<file path="config.mk">
export PLATFORM = sky130hd
export DESIGN_NAME = cseq_top
export DESIGN_NICKNAME = d
export VERILOG_FILES = /design/src/rtl/cseq_pkg.sv /design/src/rtl/cseq_classify.sv /design/src/rtl/cseq_decode.sv /design/src/rtl/cseq_stepper.sv /design/src/rtl/cseq_drive.sv /design/src/rtl/cseq_top.sv
export SDC_FILE = /design/constraint.sdc
export NUM_CORES = 1
export LEC_CHECK = 0
export BUFFER_PORTS_ARGS = -buffer_cell sky130_fd_sc_hd__buf_2
export CORE_UTILIZATION = 50
export CTS_CLUSTER_DIAMETER = 120
export DETAILED_ROUTE_END_ITERATION = 8
export PLACE_DENSITY = 0.75
export SLEW_MARGIN = 30
export SYNTH_ARGS = -nofsm -noshare
export SYNTH_HDL_FRONTEND = slang
export SYNTH_HIERARCHICAL = 1
export SYNTH_SLANG_ARGS = --single-unit
</file>
<file path="constraint.sdc">
create_clock -name clk -period 8.7 [get_ports clk]
set_input_delay 1.305 -clock clk [delete_from_list [all_inputs] [get_ports clk]]
set_output_delay 1.305 -clock clk [all_outputs]
set_load 0.01 [all_outputs]
</file>
<file path="src/rtl/cseq_pkg.sv">
`timescale 1ns/1ps
package cseq_pkg;

   localparam int CW_W  = 16;
   localparam int KEY_W = 4;

   typedef logic [CW_W-1:0]  cword_t;
   typedef logic [KEY_W-1:0] key_t;

   // control word bit positions
   localparam int BI_MCINC = 0;
   localparam int BI_LDOP  = 1;
   localparam int BI_END   = 2;
   localparam int BI_LDRS  = 3;
   localparam int BI_LDIO  = 4;
   localparam int BI_HALT  = 5;
   localparam int BI_LDK   = 6;
   localparam int BI_TGSEL = 7;
   localparam int BI_LDMEM = 8;
   localparam int BI_LDLS  = 9;
   localparam int BI_LDAL  = 10;
   localparam int BI_LDAH  = 11;
   localparam int BI_OEAL  = 12;
   localparam int BI_OEAH  = 13;
   localparam int BI_OEALU = 14;
   localparam int BI_OEMEM = 15;

   localparam cword_t M_MCINC = cword_t'(1) << BI_MCINC;
   localparam cword_t M_LDOP  = cword_t'(1) << BI_LDOP;
   localparam cword_t M_END   = cword_t'(1) << BI_END;
   localparam cword_t M_LDRS  = cword_t'(1) << BI_LDRS;
   localparam cword_t M_HALT  = cword_t'(1) << BI_HALT;
   localparam cword_t M_ASEL  = M_HALT;   // same wire, meaning chosen by M_LDK
   localparam cword_t M_LDK   = cword_t'(1) << BI_LDK;
   localparam cword_t M_TGSEL = cword_t'(1) << BI_TGSEL;
   localparam cword_t M_LDMEM = cword_t'(1) << BI_LDMEM;
   localparam cword_t M_LDLS  = cword_t'(1) << BI_LDLS;
   localparam cword_t M_LDAL  = cword_t'(1) << BI_LDAL;
   localparam cword_t M_LDAH  = cword_t'(1) << BI_LDAH;
   localparam cword_t M_OEAL  = cword_t'(1) << BI_OEAL;
   localparam cword_t M_OEAH  = cword_t'(1) << BI_OEAH;
   localparam cword_t M_OEALU = cword_t'(1) << BI_OEALU;
   localparam cword_t M_OEMEM = cword_t'(1) << BI_OEMEM;

   localparam cword_t LOW_MASK = M_LDK | M_LDMEM | M_LDLS | M_LDAL | M_LDAH |
                                 M_OEAL | M_OEAH | M_OEALU | M_OEMEM;
   localparam cword_t W_FETCH  = M_OEMEM | M_LDOP | M_MCINC;
   localparam cword_t W_HALT   = M_HALT;

   // register codes carried in the constant field
   localparam key_t RK_A   = 4'd0;
   localparam key_t RK_B   = 4'd1;
   localparam key_t RK_SPL = 4'd4;

   // ALU operation codes carried in the constant field
   localparam key_t AK_ADD = 4'd0;
   localparam key_t AK_SUB = 4'd1;
   localparam key_t AK_AND = 4'd2;
   localparam key_t AK_OR  = 4'd3;
   localparam key_t AK_XOR = 4'd4;
   localparam key_t AK_ADC = 4'd5;

   // opcode points
   localparam logic [7:0] OP_NOP  = 8'h00;
   localparam logic [7:0] OP_HALT = 8'h01;
   localparam logic [7:0] OP_JMP  = 8'h50;

   typedef enum logic [3:0] {
      IC_NOP, IC_HALT, IC_LDI, IC_MOV, IC_ALUI, IC_CMP, IC_JMP, IC_JCC, IC_NONE
   } iclass_t;

   typedef struct packed {
      iclass_t    cls;
      key_t       dst;
      key_t       src;
      key_t       aop;
      logic [1:0] fsel;
      logic       fneg;
   } idec_t;

   function automatic cword_t kfield(input key_t k);
      return {{(CW_W-KEY_W){1'b0}}, k};
   endfunction

endpackage

</file>
<file path="src/rtl/cseq_classify.sv">
`timescale 1ns/1ps
module cseq_classify
   import cseq_pkg::*;
#(
   parameter int OP_W = 8
) (
   input  logic [OP_W-1:0] op_i,
   output idec_t           dec_o
);
   logic [7:0] op;
   assign op = op_i[7:0];

   always_comb begin
      dec_o     = '0;
      dec_o.cls = IC_NONE;
      if (op == OP_NOP) begin
         dec_o.cls = IC_NOP;
      end else if (op == OP_HALT) begin
         dec_o.cls = IC_HALT;
      end else if (op[7:3] == 5'b00010 && op[2:0] <= 3'd4) begin
         dec_o.cls = IC_LDI;
         dec_o.dst = (op[2:0] == 3'd4) ? RK_SPL : {2'b00, op[1:0]};
      end else if (op[7:4] == 4'h2 && op[3:2] != op[1:0]) begin
         dec_o.cls = IC_MOV;
         dec_o.dst = {2'b00, op[3:2]};
         dec_o.src = {2'b00, op[1:0]};
      end else if (op >= 8'h40 && op <= 8'h45) begin
         dec_o.cls = IC_ALUI;
         dec_o.dst = (op == 8'h45) ? RK_B : RK_A;
         case (op[2:0])
            3'd1:    dec_o.aop = AK_AND;
            3'd2:    dec_o.aop = AK_OR;
            3'd3:    dec_o.aop = AK_XOR;
            3'd4:    dec_o.aop = AK_ADC;
            default: dec_o.aop = AK_ADD;
         endcase
      end else if (op == 8'h48 || op == 8'h49) begin
         dec_o.cls = IC_CMP;
         dec_o.dst = {3'b000, op[0]};
         dec_o.aop = AK_SUB;
      end else if (op == OP_JMP) begin
         dec_o.cls = IC_JMP;
      end else if (op[7:3] == 5'b01011) begin
         dec_o.cls  = IC_JCC;
         dec_o.fsel = op[2:1];
         dec_o.fneg = op[0];
      end
   end
endmodule

</file>
<file path="src/rtl/cseq_decode.sv">
`timescale 1ns/1ps
module cseq_decode
   import cseq_pkg::*;
#(
   parameter int STEP_W = 4
) (
   input  idec_t             dec_i,
   input  logic              taken_i,
   input  logic [STEP_W-1:0] step_i,
   output cword_t            word_o
);
   logic [7:0] sn;

   always_comb begin
      sn     = 8'(step_i);
      word_o = W_HALT;
      if (sn == 8'd0) begin
         word_o = W_FETCH;
      end else begin
         case (dec_i.cls)
            IC_NOP: begin
               if (sn <= 8'd6)      word_o = '0;
               else if (sn == 8'd7) word_o = M_END;
            end
            IC_HALT: begin
               if (sn == 8'd2) word_o = M_END;
            end
            IC_LDI: begin
               if (sn == 8'd1)
                  word_o = M_OEMEM | M_LDLS | M_ASEL | M_LDK | M_TGSEL | kfield(dec_i.dst);
               else if (sn == 8'd2)
                  word_o = M_OEALU | M_LDMEM | M_TGSEL | M_MCINC | M_END;
            end
            IC_MOV: begin
               if (sn == 8'd1)
                  word_o = M_LDK | M_TGSEL | kfield(dec_i.src);
               else if (sn == 8'd2)
                  word_o = M_OEMEM | M_LDLS | M_ASEL | M_LDK | kfield(dec_i.dst);
               else if (sn == 8'd3)
                  word_o = M_OEALU | M_LDMEM | M_TGSEL | M_END;
            end
            IC_ALUI, IC_CMP: begin
               if (sn == 8'd1)
                  word_o = M_OEMEM | M_LDRS | M_MCINC;
               else if (sn == 8'd2)
                  word_o = M_LDK | M_TGSEL | kfield(dec_i.dst);
               else if (sn == 8'd3)
                  word_o = M_OEMEM | M_LDLS | M_LDK | kfield(dec_i.aop);
               else if (sn == 8'd4 && dec_i.cls == IC_CMP)
                  word_o = M_OEALU | M_LDLS | M_TGSEL | M_END;
               else if (sn == 8'd4)
                  word_o = M_OEALU | M_LDLS | M_ASEL | M_LDK | kfield(dec_i.dst);
               else if (sn == 8'd5 && dec_i.cls == IC_ALUI)
                  word_o = M_OEALU | M_LDMEM | M_TGSEL | M_END;
            end
            IC_JMP, IC_JCC: begin
               if (dec_i.cls == IC_JMP || taken_i) begin
                  if (sn == 8'd1)      word_o = M_OEMEM | M_LDLS | M_MCINC;
                  else if (sn == 8'd2) word_o = M_OEMEM | M_LDAH | M_ASEL | M_LDK;
                  else if (sn == 8'd3) word_o = M_OEALU | M_LDAL | M_END;
               end else begin
                  if (sn <= 8'd2)      word_o = M_MCINC;
                  else if (sn == 8'd3) word_o = M_END;
               end
            end
            default: word_o = W_HALT;
         endcase
      end
   end
endmodule

</file>
<file path="src/rtl/cseq_stepper.sv">
`timescale 1ns/1ps
module cseq_stepper #(
   parameter int STEP_W = 4
) (
   input  logic              clk,
   input  logic              rst_n,
   input  logic              end_i,
   input  logic              hold_i,
   output logic [STEP_W-1:0] step_o
);
   always_ff @(posedge clk or negedge rst_n) begin
      if (!rst_n)      step_o <= '0;
      else if (hold_i) step_o <= step_o;
      else if (end_i)  step_o <= '0;
      else             step_o <= step_o + STEP_W'(1);
   end
endmodule

</file>
<file path="src/rtl/cseq_drive.sv">
`timescale 1ns/1ps
module cseq_drive
   import cseq_pkg::*;
#(
   parameter bit INVERT_EN = 1'b1
) (
   input  cword_t word_i,
   output cword_t pins_o
);
   generate
      if (INVERT_EN) begin : g_inv
         assign pins_o = word_i ^ LOW_MASK;
      end else begin : g_pass
         assign pins_o = word_i;
      end
   endgenerate
endmodule

</file>
<file path="src/rtl/cseq_top.sv">
`timescale 1ns/1ps
module cseq_top
   import cseq_pkg::*;
#(
   parameter int STEP_W    = 4,
   parameter int OP_W      = 8,
   parameter int FLAG_W    = 4,
   parameter bit INVERT_EN = 1'b1
) (
   input  logic                    clk,
   input  logic                    rst_n,
   input  logic [OP_W-1:0]         opcode_i,
   input  logic [FLAG_W-1:0]       flags_i,
   output logic [cseq_pkg::CW_W-1:0] ctrl_n_o
);
   localparam int FSEL_W = $clog2(FLAG_W);

   generate
      if (STEP_W < 4 || STEP_W > 8) begin : g_bad_step
         $error("cseq_top: STEP_W must be 4..8");
      end
      if (OP_W != 8) begin : g_bad_op
         $error("cseq_top: OP_W must be 8");
      end
      if (FLAG_W != 4) begin : g_bad_flag
         $error("cseq_top: FLAG_W must be 4");
      end
   endgenerate

   idec_t             dec;
   cword_t            word;
   logic [STEP_W-1:0] step;
   logic              taken;
   logic              end_s;
   logic              halt_s;

   cseq_classify #(.OP_W(OP_W)) u_cls (
      .op_i  (opcode_i),
      .dec_o (dec)
   );

   assign taken = flags_i[FSEL_W'(dec.fsel)] ^ dec.fneg;

   cseq_decode #(.STEP_W(STEP_W)) u_dec (
      .dec_i   (dec),
      .taken_i (taken),
      .step_i  (step),
      .word_o  (word)
   );

   // strobe meaning of bits 0..5 only when no constant is loaded
   assign end_s  = word[BI_END]  & ~word[BI_LDK];
   assign halt_s = word[BI_HALT] & ~word[BI_LDK];

   cseq_stepper #(.STEP_W(STEP_W)) u_stp (
      .clk    (clk),
      .rst_n  (rst_n),
      .end_i  (end_s),
      .hold_i (halt_s),
      .step_o (step)
   );

   cseq_drive #(.INVERT_EN(INVERT_EN)) u_drv (
      .word_i (word),
      .pins_o (ctrl_n_o)
   );

   p_fetch_at_zero_r2: assert property (@(posedge clk) disable iff (!rst_n)
      (step == '0) |-> (word == W_FETCH));

   p_end_to_fetch_r4: assert property (@(posedge clk) disable iff (!rst_n)
      (end_s && !halt_s) |=> (step == '0));

   p_halt_holds_r5: assert property (@(posedge clk) disable iff (!rst_n)
      halt_s |=> $stable(step));

   p_one_driver_r14: assert property (@(posedge clk) disable iff (!rst_n)
      $onehot0(word[BI_OEMEM:BI_OEAL]));

   p_no_wb_cmp_r11: assert property (@(posedge clk) disable iff (!rst_n)
      (dec.cls == IC_CMP) |-> !word[BI_LDMEM]);
endmodule

</file>
==> flow_summary.ini, run 1 <==
[critical_path]
timing.rr.start = u_stp/step_o[1]
critPathLaunchType = input port
r2r_setup_slack_ns = 6.16
worstSetupStartpoint = opcode_i[3]
ff2ff_path_depth = 9
cp_data_arrival_time_ns = 4.13
criticalPathCategory = input port to output port
rr_endpoint = u_stp/step_o[2]
crit_end = ctrl_n_o[2]
end_kind = output port
worstPathMaxFanout = 11
required_ns = 7.39

[floorplan]
die_h_um = 56.87
num_rows = 19
fp.dieW_um = 56.87
core_region_area_um2 = 2805
ioPinCount = 30
start_util = 0.5366
fp.dieArea_um2 = 3234

[timing]
fin_crit_sh = 0.6244
fin_tns_setup_ns = 0
finalClockSkew_ns = 0.008893
finalHoldViolations = 0
worst_pin_slew_ns = 0.7390
finalSetupViolCount = 0
post-route-min-period_ns = 5.432
max_slew_margin = 0.5073
drv_slew = 0
fmax_mhz = 184.1
rsz0062_at_grt = no

[clock_network]
post_cts_buffers = 0
h-tree-depth = 1
clkSlewWorstSetupHoldPaths_ns = 0.04
insertion_delay_ns = 0.24
clkSinkCount = 4
cts_resized = 0
numCtsBuffers = 3
cts_root_buf = clkbuf_4
cts_tree = built
clockBufferDepth = 2
ctsHoldBuffers = 0

[finish]
reg.largest.list = u_stp/step_o (4)
drive_gt1_frac = 0.2069
regMostFlops = u_stp/step_o
area_delta_synth_final_pct = -0.1664
diodes = 0
largest_reg_flops = 4
layout.nets = 249
final_area_um2 = 1503

[global_routing]
grt_pass1_vias = 1301
antenna_found_initial = 0
grt-ovfl-total = 0
grt_max_degree = 35
grt_pass1_wl_um = 5713
grt_usage = 0.2173

[status]
status = complete, no violations

[logic_synthesis]
syn-instance-count = 230
async_flop_share = 1.000
yosys_warnings = 6
syn_area_um2 = 1505
synth_seq_area_share = 0.06650
synth.avg_cell_area_um2 = 6.544
synth_top_family_by_area = simple AND/OR/NAND/NOR gates
synth-main-ff-cell = dfrtp_1
synthTopCellsByArea = buf_4, dfrtp_1, nand2_1
synth_top_cell_by_area = buf_4
synth_edf_count = 0
synth.mux.area_fraction = 0.03491
synth-xor-area-share = 0.03491
synth-simple-area-share = 0.3375
netlist.area_leader.share = 0.07481
synth.distinct_cells = 61
synth_compound_area_frac = 0.3109
ys_seq_elements = 4
synthAdderAreaFrac = 0.008313

[job]
maxCapViolCount = 0

[power_and_ir_drop]
p_leak_nw = 0.6301
p_total_mw = 0.1707
p_per_area_nw_per_um2 = 113.6
vdd_ir_drop_max_uv = 167.4

[placed_design]
dp_hpwl_um = 2415
gp_congestion = 0.8698
port_buffers = 26
placed_area_um2 = 1471

[routing]
drc = 0
wirelength_um = 3328
antenna_left = 0
post_drt_wl_per_cell_um = 12.65
drtIter0Drc = 91
vias = 1566
firstDrtPassIters = 4
routed_via_density = 5.954

[min_path]
holdCritPathClass = flop to flop
## critical path, cell delays in order
cell      delay [ns]
buf_2           0.16
and4bb_2        0.29
a31oi_1         0.05
o311ai_2        0.58
nor2_1          0.28
or3b_1          0.57
or3_4           0.44
o22ai_1         0.12
a221o_1         0.19
buf_2           0.13
## cells in the mapped netlist (4+ instances only)
cell type / count
o21ai_0: 15
nor3_1: 8
nand2b_1: 6
a21oi_1: 10
nand2_1: 21
buf_4: 15
a31oi_1: 4
nor2b_1: 5
nand3_1: 9
buf_6: 6
nor2_1: 18
buf_2: 6
dfrtp_1: 4
clkbuf_1: 6
o22ai_1: 7
inv_1: 18
xor2_1: 4
## metal layers
metal | share of wire | global-route usage | routed length (um)
met1 | 0.49 | 0.3301 | 1624
met2 | 0.44 | 0.3265 | 1475
met3 | 0.069 | 0.01382 | 228
met4 | 0 | 0.06272 | 0
met5 | 0 | 0 | 0
## logic make-up after synthesis
family / after synthesis
AND/OR/NAND/NOR: 92
AO/OA/AOI/OAI: 69
buffers and inverters: 52
XOR/XNOR: 6
multiplexers: 4
flip-flops: 4
other: 2
adder cells (fa/ha/maj): 1
## metrics by stage
| stage | instances | util | hold WS (ns) | setup slack, ns |
|---|---|---|---|---|
| final | 263 | 0.5357 | 0.7396 | 3.268 |
| after global routing | 263 | 0.5357 | 0.8024 | 3.091 |
| after CTS | 263 | 0.5326 | 0.7303 | 2.954 |
| after detailed placement | 260 | 0.5245 | 0.7248 | 2.949 |
| after global placement | 260 | 0.5245 | 0.7172 | 3.052 |
| after floorplan | 235 | - | 0.5070 | 3.874 |
## cell type report
class | instances | area (um2)
Timing Repair Buffer | 28 | 145.1
Tap cell | 31 | 38.79
Clock buffer | 3 | 22.52
Fill cell | 282 | 1303
Inverter | 18 | 67.56
Sequential cell | 4 | 101.3
Multi-Input combinational cell | 179 | 1127
## layout by cell type, fill, tap and decap left out, types with 4 or more instances in the layout
cell / n
a21oi_1: 10
a31oi_1: 4
buf_2: 26
conb_1: 7
inv_1: 18
nand2_1: 21
nand2b_1: 6
nand3_1: 9
nor2_1: 18
nor2b_1: 5
nor3_1: 8
o21ai_0: 15
o22ai_1: 7
xor2_1: 4
## report_power, final
| part | switching [mW] | internal [mW] | total (mW) |
|---|---|---|---|
| sequential | 0.0359 | 0.0232 | 0.0591 |
| combinational | 0.0462 | 0.0422 | 0.0884 |
| clock | 0.00781 | 0.0154 | 0.0233 |
## worst min-delay path by stage
stage	startpoint	to	depth (start not counted)
global placement	u_stp/step_o[3]	u_stp/step_o[3]	2
global route	u_stp/step_o[3]	u_stp/step_o[3]	2
CTS	u_stp/step_o[3]	u_stp/step_o[3]	2
detailed placement	u_stp/step_o[3]	u_stp/step_o[3]	2
finish	u_stp/step_o[3]	u_stp/step_o[3]	2
floorplan	u_stp/step_o[3]	u_stp/step_o[3]	2
Power figures use the tool's default switching activity.
==> run 2, diff against run 1 <==
==> constraint.sdc (replaced) <==
create_clock -name clk -period 5 [get_ports clk]
set_input_delay 0.75 -clock clk [delete_from_list [all_inputs] [get_ports clk]]
set_output_delay 0.75 -clock clk [all_outputs]
set_load 0.01 [all_outputs]
==> run 2 against run 1 <==
  * Via count up 0.83%
  * Non-clock buffer count increased by 1
  * Setup slack lost 2.4 ns
  * Utilization did not move
  * Clock skew is 0.0075 ns lower
  * Sequential power rose by 74%
  * Highest routed layer unchanged
==> flow_summary.ini, run 2 (synthesized netlist as in run 1, its figures left out) <==
[floorplan]
num_rows = 19
ioPinCount = 30
die_h_um = 56.87
fp.dieW_um = 56.87
start_util = 0.5366
core_region_area_um2 = 2805
fp.dieArea_um2 = 3234

[clock_network]
clkSinkCount = 4
clockBufferDepth = 2
clkSlewWorstSetupHoldPaths_ns = 0.04
cts_root_buf = clkbuf_4
ctsHoldBuffers = 0
numCtsBuffers = 3
cts_resized = 0
h-tree-depth = 1
post_cts_buffers = 0
insertion_delay_ns = 0.23
cts_tree = built

[placed_design]
placed_area_um2 = 1479
placedCellCount = 261
gp_congestion = 0.8699
dp_slack_ns = 0.8628
port_buffers = 26
dp_hpwl_um = 2394

[routing]
antenna_left = 0
drc = 0
drtIter0Drc = 81
vias = 1579
routed_via_density = 5.981
wirelength_um = 3376
firstDrtPassIters = 4
post_drt_wl_per_cell_um = 12.79

[finish]
area_delta_synth_final_pct = -0.1664
layout_commonest_cell = buf_2
drive_gt1_frac = 0.2060
final_cell_mix = buf_2, nand2_1, inv_1, nor2_1, o21ai_0
regMostFlops = u_stp/step_o
diodes = 0
layout.nets = 250
largest_reg_flops = 4
finalNonFillerCells = 264
final_util = 0.5357
reg.largest.list = u_stp/step_o (4)
final_area_um2 = 1503

[critical_path]
critPathLaunchType = input port
end_kind = output port
cp_data_arrival_time_ns = 3.43
worstSetupStartpoint = opcode_i[2]
worstPathMaxFanout = 11
timing.rr.start = u_stp/step_o[1]
required_ns = 4.25
criticalPathCategory = input port to output port

[global_routing]
grt_usage = 0.2047
grt_max_degree = 35
antenna_found_initial = 0
grt-ovfl-total = 0
grt_pass1_wl_um = 5492
grt_pass1_vias = 1269

[power_and_ir_drop]
p_total_mw = 0.2993
p_per_area_nw_per_um2 = 199.2
p_leak_nw = 0.6335
vdd_ir_drop_max_uv = 313.3

[timing]
fin_crit_sh = 0.8361
finalWorstSetupSlack_ns = 0.8197
finalClockSkew_ns = 0.001385
finalSetupViolCount = 0
fin_tns_setup_ns = 0
drv_slew = 0
fin_hold_ws_ns = 0.3100
fmax_mhz = 239.2
worst_pin_slew_ns = 0.8807
rsz0062_at_grt = no
post-route-min-period_ns = 4.180
finalHoldViolations = 0
max_slew_margin = 0.4066

[status]
status = complete, no violations

[job]
maxCapViolCount = 0

[min_path]
holdCritPathClass = input port to asynchronous set/reset pin
==> run 2: final timing paths <==
path,endpoint,slack (ns),depth (start not counted)
hold / removal,u_stp/step_o[1],0.31,1
hold reg to reg,u_stp/step_o[3],0.74,2
max in group asynchronous,u_stp/step_o[0],4.56,1
setup reg to reg,u_stp/step_o[2],2.44,9
setup / recovery,ctrl_n_o[14],0.82,12
min in group clk,u_stp/step_o[3],0.74,2
==> run 2: cell type report <==
type,instances,area (um2)
sequential,4,101.3
multi-input combinational,179,1120
fill,290,1303
inverter,18,67.56
tap,31,38.79
clock buffer,3,22.52
timing repair buffer,29,152.6
==> run 2: report_power, final <==
part	internal, mW	leakage [nW]	switching [mW]
registers	0.0403	0.0411	0.0626
clock network	0.0269	0.0138	0.0142
logic	0.0741	0.579	0.0812
==> run 2: worst max-delay path, stage by stage <==
cell       delay (ns)
buf_2            0.20
o21ai_0          0.15
o2111ai_1        0.22
o311ai_1         0.17
buf_4            0.20
nor2_1           0.41
or3b_1           0.41
or3_4            0.22
a21oi_1          0.06
or3_2            0.47
inv_1            0.06
buf_2            0.11
==> run 2: metal layers <==
layer	share of wire	vias to the layer above	track usage
li1	-	803	-
met1	0.50	713	0.3087
met2	0.44	63	0.3146
met3	0.058	0	0.009217
met4	0	0	0.05575
met5	0	-	0
==> run 3, diff against run 2 <==
==> constraint.sdc (replaced) <==
create_clock -name clk -period 4.1 [get_ports clk]
set_input_delay 0.615 -clock clk [delete_from_list [all_inputs] [get_ports clk]]
set_output_delay 0.615 -clock clk [all_outputs]
set_load 0.01 [all_outputs]
==> run 3 against run 2 <==
  * Utilization up 0.76 points
  * Clock skew up 0.0022 ns
  * Global-route usage up 1.1 points
  * Non-clock buffer count up 2
  * Wire length down 0.50%
  * Die area unchanged
  * Setup slack worse by 0.59 ns
  * Cell area up 1.4%
  * Critical path depth down 2
  * Highest routed layer unchanged
  * Register-to-register slack worse by 0.87 ns
  * Flip-flop and latch count unchanged
  * Combinational power up 34%
  * Critical path type unchanged
==> flow_summary.ini, run 3 (synthesized netlist as in run 1, its figures left out) <==
[min_path]
holdCritPathClass = input port to asynchronous set/reset pin

[timing]
finalSetupViolCount = 0
worst_pin_slew_ns = 0.8283
post-route-min-period_ns = 3.867
fmax_mhz = 258.6
finalHoldViolations = 0
drv_slew = 0
rsz0062_at_grt = no
finalClockSkew_ns = 0.003624
fin_tns_setup_ns = 0
max_slew_margin = 0.4420
finalWorstSetupSlack_ns = 0.2327
fin_crit_sh = 0.9433

[floorplan]
ioPinCount = 30
fp.dieW_um = 56.87
die_h_um = 56.87
core_region_area_um2 = 2805
num_rows = 19
start_util = 0.5366
fp.dieArea_um2 = 3234

[clock_network]
clkSinkCount = 4
post_cts_buffers = 0
clockBufferDepth = 2
h-tree-depth = 1
numCtsBuffers = 3
ctsHoldBuffers = 0
clkSlewWorstSetupHoldPaths_ns = 0.04
insertion_delay_ns = 0.23
cts_root_buf = clkbuf_4
cts_tree = built

[global_routing]
grt_max_degree = 27
grt_pass1_vias = 1303
grt_pass1_wl_um = 5768
grt-ovfl-total = 0
grt_usage = 0.2153
antenna_found_initial = 0

[power_and_ir_drop]
p_per_area_nw_per_um2 = 239.0
vdd_ir_drop_max_uv = 300.4
p_leak_nw = 0.6459

[critical_path]
r2r_setup_slack_ns = 1.57
required_ns = 3.48
cp_data_arrival_time_ns = 3.25
rr_endpoint = u_stp/step_o[2]
timing.rr.start = u_stp/step_o[1]
path_buf_inv = 3
ff2ff_path_depth = 9
end_kind = output port
critPathLaunchType = input port
worstPathMaxFanout = 12
path_cells = buf_2, nor3_1, a22oi_1, o21ai_0, buf_4, nor3b_1, o21ai_0, o22ai_1, a22o_1, buf_2
slowest_stage = o21ai_0
worstSetupStartpoint = opcode_i[3]
critPathTopFamily = compound AO/OA/AOI/OAI gates
cpPeakStageDelay_ns = 0.69
criticalPathCategory = input port to output port

[finish]
layout_commonest_cell = buf_2
layout.nets = 252
largest_reg_flops = 4
reg.largest.list = u_stp/step_o (4)
final_cell_mix = buf_2, nand2_1, inv_1, nor2_1, o21ai_0
drive_gt1_frac = 0.2128
diodes = 0
regMostFlops = u_stp/step_o
area_delta_synth_final_pct = 1.247

[routing]
vias = 1577
firstDrtPassIters = 4
drc = 0
routed_via_density = 5.929
drtIter0Drc = 61
post_drt_wl_per_cell_um = 12.63
wirelength_um = 3359
antenna_left = 0

[placed_design]
dp_hpwl_um = 2471
gp_congestion = 0.8945
dp_slack_ns = 0.1875
port_buffers = 26

[job]
maxCapViolCount = 0

[status]
status = complete, no violations
## run 3: area by class of cell
class | count | area, um2
Clock buffer | 3 | 22.52
Fill cell | 310 | 1281
Inverter | 18 | 67.56
Multi-Input combinational cell | 179 | 1127
Sequential cell | 4 | 100.1
Tap cell | 31 | 38.79
Timing Repair Buffer | 31 | 167.7
## run 3: stage by stage
step | power (mW) | cells | hold WS (ns) | util | area [um2]
after global routing | 0.4087 | 266 | 0.1747 | 0.5433 | 1524
after CTS | 0.3640 | 266 | 0.1778 | 0.5406 | 1516
after global placement | 0.3122 | 263 | 0.4221 | 0.5326 | 1494
final | 0.3643 | 266 | 0.1793 | 0.5433 | 1524
after floorplan | 0.2887 | 235 | 0.3194 | - | 1524
after detailed placement | 0.3150 | 263 | 0.4223 | 0.5326 | 1494
## run 3: timing repair
item                       4_1_cts  5_1_grt
resized for setup                0        1
hold endpoints to repair         0        0
setup endpoints to repair        0        5
## run 3: layer usage
metal / track usage / part of all wire / wire length [um] / vias to the layer above
li1: - / - / - / 813
met1: 0.3310 / 0.54 / 1800 / 722
met2: 0.3265 / 0.43 / 1429 / 42
met3: 0.03456 / 0.038 / 129 / 0
met4: 0.01394 / 0 / 0 / 0
met5: 0 / 0 / 0 / -
## run 3: how the worst max path moves through the flow
stage / endpoint / slack, ns / cells after the start
after floorplan: ctrl_n_o[7] / 0.65 / 12
after global placement: ctrl_n_o[8] / 0.24 / 13
after detailed placement: u_stp/step_o[2] / 0.19 / 14
after CTS: ctrl_n_o[8] / 0.20 / 13
after global routing: ctrl_n_o[0] / 0.05 / 10
final: ctrl_n_o[0] / 0.23 / 10
## run 3: power by group
group,internal (mW),leakage [nW],switching (mW),total [mW]
registers,0.0485,0.0422,0.0605,0.109
clock network,0.0326,0.0138,0.0146,0.0472
logic,0.0971,0.590,0.111,0.208
